==> src/rtl/vdeint_pkg.sv <==
package vdeint_pkg;

    localparam int DEF_LINE_CLKS = 432;
    localparam int DEF_EARLY     = 42;
    localparam int DEF_LATE      = 258;
    localparam int DEF_MIN_LINES = 200;
    localparam int DEF_MAX_LINES = 910;

    typedef enum logic {
        SAMPLE_GATED = 1'b0,
        EDGE_DIRECT  = 1'b1
    } vmode_e;

    typedef struct packed {
        logic accept;
        logic reject;
        logic wrap;
    } field_cmd_t;

    function automatic logic active_level(input logic raw, input logic neg);
        return raw ^ neg;
    endfunction

endpackage

==> src/rtl/hline_timer.sv <==
module hline_timer #(
    parameter int LINE_CLKS = 432,
    parameter int POS_W     = 9
) (
    input  logic             clk,
    input  logic             rst,
    input  logic             hsync,
    output logic             hs_lead,
    output logic [POS_W-1:0] pos
);
    localparam logic [POS_W-1:0] POS_SAT = POS_W'(LINE_CLKS);

    logic hs_q;

    assign hs_lead = hsync && !hs_q;

    // pos counts edges since the detecting edge; it saturates so that
    // each sampling position can match only once per line
    always_ff @(posedge clk) begin
        if (rst) begin
            hs_q <= 1'b0;
            pos  <= POS_SAT;
        end else begin
            hs_q <= hsync;
            if (hs_lead)
                pos <= POS_W'(1);
            else if (pos != POS_SAT)
                pos <= pos + 1'b1;
        end
    end
endmodule

==> src/rtl/vsync_trigger.sv <==
module vsync_trigger
    import vdeint_pkg::*;
#(
    parameter int EARLY = 42,
    parameter int LATE  = 258,
    parameter int POS_W = 9
) (
    input  logic             clk,
    input  logic             rst,
    input  logic             vsync,
    input  logic             edge_neg,
    input  vmode_e           mode,
    input  logic             phase_late,
    input  logic [POS_W-1:0] pos,
    output logic             trig
);
    localparam logic [POS_W-1:0] OFF_E = POS_W'(EARLY);
    localparam logic [POS_W-1:0] OFF_L = POS_W'(LATE);

    logic             vs_q;
    logic             samp_q;
    logic             act_now;
    logic             act_prev;
    logic             at_samp;
    logic [POS_W-1:0] off;

    always_comb begin
        off      = phase_late ? OFF_L : OFF_E;
        at_samp  = (pos == off);
        act_now  = active_level(vsync, edge_neg);
        act_prev = active_level(vs_q, edge_neg);
        case (mode)
            SAMPLE_GATED: trig = at_samp && act_now && !samp_q;
            default:      trig = act_now && !act_prev;
        endcase
    end

    always_ff @(posedge clk) begin
        if (rst) begin
            vs_q   <= 1'b0;
            samp_q <= 1'b0;
        end else begin
            vs_q <= vsync;
            if (at_samp)
                samp_q <= act_now;
        end
    end
endmodule

==> src/rtl/field_tracker.sv <==
module field_tracker
    import vdeint_pkg::*;
#(
    parameter int MIN_LINES = 200,
    parameter int MAX_LINES = 910,
    parameter int LN_W      = 10
) (
    input  logic            clk,
    input  logic            rst,
    input  logic            hs_lead,
    input  logic            trig,
    output logic            vreset,
    output logic [LN_W-1:0] cnt,
    output logic            flag
);
    localparam logic [LN_W-1:0] MIN_L  = LN_W'(MIN_LINES);
    localparam logic [LN_W-1:0] LAST_L = LN_W'(MAX_LINES - 1);

    field_cmd_t cmd;

    always_comb begin
        cmd.accept = trig && (cnt >= MIN_L);
        cmd.reject = trig && (cnt < MIN_L);
        cmd.wrap   = hs_lead && (cnt == LAST_L) && !cmd.accept;
    end

    always_ff @(posedge clk) begin
        if (rst) begin
            vreset <= 1'b0;
            cnt    <= '0;
            flag   <= 1'b0;
        end else begin
            vreset <= cmd.accept || cmd.wrap;
            if (cmd.accept) begin
                cnt  <= '0;
                flag <= 1'b0;
            end else if (cmd.wrap) begin
                cnt  <= '0;
                flag <= 1'b1;
            end else begin
                if (cmd.reject)
                    flag <= 1'b1;
                if (hs_lead)
                    cnt <= cnt + 1'b1;
            end
        end
    end
endmodule

==> src/rtl/vdeint_sampler.sv <==
module vdeint_sampler
    import vdeint_pkg::*;
#(
    parameter int LINE_CLKS  = DEF_LINE_CLKS,
    parameter int EARLY      = DEF_EARLY,
    parameter int LATE       = DEF_LATE,
    parameter int MIN_LINES  = DEF_MIN_LINES,
    parameter int MAX_LINES  = DEF_MAX_LINES,
    localparam int LN_W      = $clog2(MAX_LINES)
) (
    input  logic            clk,
    input  logic            rst,
    input  logic            hsync_in,
    input  logic            vsync_in,
    input  logic            deint_off,
    input  logic            phase_late,
    input  logic            edge_neg,
    output logic            vreset_o,
    output logic [LN_W-1:0] field_line_o,
    output logic            range_err_o
);
    localparam int POS_W = $clog2(LINE_CLKS + 1);

    logic             hs_lead;
    logic [POS_W-1:0] pos;
    logic             trig;

    hline_timer #(.LINE_CLKS(LINE_CLKS), .POS_W(POS_W)) u_line (
        .clk    (clk),
        .rst    (rst),
        .hsync  (hsync_in),
        .hs_lead(hs_lead),
        .pos    (pos)
    );

    vsync_trigger #(.EARLY(EARLY), .LATE(LATE), .POS_W(POS_W)) u_trig (
        .clk       (clk),
        .rst       (rst),
        .vsync     (vsync_in),
        .edge_neg  (edge_neg),
        .mode      (vmode_e'(deint_off)),
        .phase_late(phase_late),
        .pos       (pos),
        .trig      (trig)
    );

    field_tracker #(.MIN_LINES(MIN_LINES), .MAX_LINES(MAX_LINES), .LN_W(LN_W)) u_field (
        .clk    (clk),
        .rst    (rst),
        .hs_lead(hs_lead),
        .trig   (trig),
        .vreset (vreset_o),
        .cnt    (field_line_o),
        .flag   (range_err_o)
    );
endmodule

==> config.mk <==
export PLATFORM = sky130hd
export DESIGN_NAME = vdeint_sampler
export DESIGN_NICKNAME = d
export VERILOG_FILES = /design/src/rtl/vdeint_pkg.sv /design/src/rtl/hline_timer.sv /design/src/rtl/vsync_trigger.sv /design/src/rtl/field_tracker.sv /design/src/rtl/vdeint_sampler.sv
export SDC_FILE = /design/constraint.sdc
export NUM_CORES = 1
export LEC_CHECK = 0
export CORE_UTILIZATION = 48
export DETAILED_ROUTE_END_ITERATION = 6
export GPL_TIMING_DRIVEN = 1
export PLACE_DENSITY = 0.77
export SYNTH_ARGS = -nofsm -noshare
export SYNTH_HDL_FRONTEND = slang
export SYNTH_SLANG_ARGS = --single-unit
==> constraint.sdc <==
create_clock -name clk -period 1.5 [get_ports clk]
set_input_delay 0.3 -clock clk [delete_from_list [all_inputs] [get_ports clk]]
set_output_delay 0.3 -clock clk [all_outputs]
set_load 0.1 [all_outputs]
==> summary.txt <==
status -> finished, violations left
failing checks -> setup timing
Layout Skew -> 0.004581 ns
M2 GR Usage -> 39.63%
hold path depth -> 2
hold-fix buffer count after cts -> 0
Cell Rows -> 18
Worst Hold End -> u_trig.vs_q
Fmax achieved -> 0.6665 GHz
cells after synthesis -> 137
Clock Tree Root -> clkbuf_4
static leakage -> 0.7909 nW
total power -> 1.262 mW
Clock Pin Slew Worst Setup and Hold Paths -> 0.14 ns
sequential standard cell area -> 521.8 um2
initial DRC count -> 33
Total Routing Usage GR -> 23.66%
r2r startpoint -> u_field.cnt[5]
cell area after layout -> 0.001927 mm2
GR Util met3 -> 3.611%
H-Tree Depth -> 1
Num CTS Buffers -> 3
Synth Area in Simple Gates -> 31.74%
IO Pins -> 19
Post-synth ARST share -> 0%
vias in the first global route -> 1108
most frequent cells in the layout -> buf_4, buf_12, nor3_2, dfxtp_1, dfxtp_4
Crit. End Element -> flop
ant diodes -> 0
post-synth net total -> 150
# DRC -> 0
Antenna Violating Nets Remaining -> 0
gr busiest metal -> met2
TritonCTS Sinks -> 24
Register-to-Register Path Depth -> 5
Crit path required time -> 1.72 ns
die width -> 54.22 um
Synth Area in Compound Gates -> 9.751%
post-synth cell types -> 35
Setup WS pre-CTS -> -0.4402 ns
Placed Area -> 0.001834 mm2
initial antenna violation count -> 0
clk_lat worst skew -> 0.32 ns
number of fillers in the final layout -> 172
die area -> 0.002939 mm2
WL/cell -> 15.65 um
critical setup path kind -> flop to flop
# Max-Cap Violations -> 0
core area -> 0.002522 mm2
register-to-register setup slack -> -0.0003 ns
Critical Path AT -> 1.72 ns
RSZ-0062 raised after global routing -> true
synth-to-layout area growth -> 47.23%
Synth top area share -> 36.71%
syn_area_per_cell -> 9.553 um2
Post-DP HPWL -> 2.316 mm
Synth Area in XOR/XNOR -> 10.71%
Hold Startpoint -> vsync_in
CTS tree -> done
setup violators final -> 1
r2r endpoint -> u_field.vreset
slew margin rel. -> 75.75%
commonest non-fill, non-tap cell in the layout -> buf_4
Synth Area in Adders -> 5.736%
Multi-input gate area -> 815.8 um2
Setup TNS Final -> -0.0002931 ns
share of layout cells above drive strength 1 -> 43.02%
WHS -> 0.3945 ns
Synth Register Bits -> 24
Setup WS post-layout -> -0.0002931 ns
Routed WL -> 3.270 mm
pwr/cell area -> 654.7 mW/mm2
period utilisation layout -> 100.0%
CP startpoint kind -> flop
Initial Utilization -> 51.88%
gpl congestion -> 0.7964
nets -> 193
largest net degree at the start of global routing -> 15
worst slew pin tran -> 0.3605 ns
grt ovf -> 0
vias -> 1179
post-synthesis mux area share -> 1.530%
mapped cell area -> 0.001309 mm2
Worst Hold Class -> input port to flop
Final min period -> 1.500 ns
met1 Track Usage GR -> 29.18%
Initial DRT Pass Iterations -> 4
input/output buffers -> 18
Post-synth EDFFs -> 0
overall die height -> 54.22 um
routed vias/inst -> 5.641
Top FF cell, synth -> dfxtp_1
Final Max Slew Viols -> 0
Clock Path Buffers -> 2
Synth area leader -> dfxtp_1
Ys Warns -> 0
largest family of logic cells by synthesized area -> simple AND/OR/NAND/NOR gates
cells taking the most area after synthesis -> dfxtp_1, nor3_2, ha_1
crit-path max FO -> 6
first-pass GRT wire length -> 4.954 mm
part of the Yosys area used for sequential elements -> 36.71%
Peak VDD IR -> 0.0005203 V
Final Hold Viols -> 0
## what timing repair did
| item | 4_1_cts | 5_1_grt |
|---|---|---|
| gates cloned | 1 | 0 |
| pin swaps | 5 | 5 |
| resized for setup | 8 | 10 |
| endpoints found under the setup margin | 12 | 15 |
| buffers inserted | 0 | 2 |
## how the worst max path moves through the flow
| stage | startpoint | to | depth (start not counted) |
|---|---|---|---|
| after detailed placement | edge_neg | u_field.vreset | 6 |
| after global routing | u_line.pos[8] | u_field.cnt[4] | 6 |
| after floorplan | u_field.cnt[5] | u_field.cnt[0] | 5 |
| final | u_field.cnt[5] | u_field.vreset | 5 |
| after CTS | u_field.cnt[5] | u_field.vreset | 5 |
| after global placement | phase_late | u_field.cnt[4] | 7 |
## where the power goes
part / internal, mW / switching (mW)
Combinational: 0.130 / 0.151
Sequential: 0.650 / 0.0241
Clock: 0.104 / 0.203
## cell usage after synthesis (2+ instances only)
cell	number
nor3_2	10
and4bb_2	2
clkbuf_1	3
nand4_1	4
or3_1	2
a211oi_2	2
and2_1	2
a21oi_1	2
and3_1	2
ha_1	6
nor3_1	6
nor4_1	2
xor2_1	8
nand2b_1	3
nor2b_1	3
nor2_1	8
nand3_1	6
a211oi_1	3
xnor2_1	8
nand2_1	6
dfxtp_1	24
and4b_1	3
inv_1	6
mux2i_1	2
a21o_1	4
## metrics by stage
stage               instances  utilization, %
floorplan                 137               -
global placement          202           72.72
detailed placement        202           72.72
CTS                       207           74.45
global route              209           76.39
finish                    209           76.39
## per-layer routing
| layer | wire, um | up-vias | part of all wire, % |
|---|---|---|---|
| li1 | - | 567 | - |
| met1 | 1458 | 564 | 45 |
| met2 | 1641 | 44 | 50 |
| met3 | 137 | 4 | 4.2 |
| met4 | 33 | 0 | 1.0 |
| met5 | 0 | - | 0 |
## cell type report
cell class              instances  area share (%)
multi-input cells             102           42.34
flip-flops and latches         24           27.08
repair buffers                 43           26.10
well taps                      30           1.948
clock buffers                   4           1.364
inverters                       6           1.169
## worst max-delay path: stages (launching register included)
cell and delay, ns:
dfxtp_4 0.37, or3_4 0.38, a211oi_2 0.23, a211oi_2 0.08, buf_6 0.16, o21ba_1 0.19
## registers in the layout, indices dropped and copies added (netlist names)
| register | cells |
|---|---|
| u_field.cnt | 10 |
| u_field.flag | 1 |
| u_field.vreset | 1 |
| u_line.hs_q | 1 |
| u_line.pos | 9 |
| u_trig.samp_q | 1 |
| u_trig.vs_q | 1 |
## logic make-up (layout without fill, tap and decap cells)
group,Yosys count,count (layout)
simple gates,63,63
xor+xnor,16,16
mux,2,2
flops,24,24
fa+ha+maj,6,6
compound gates,15,15
buf+inv,11,53
Note: power is estimated with default switching activity, not from simulation.
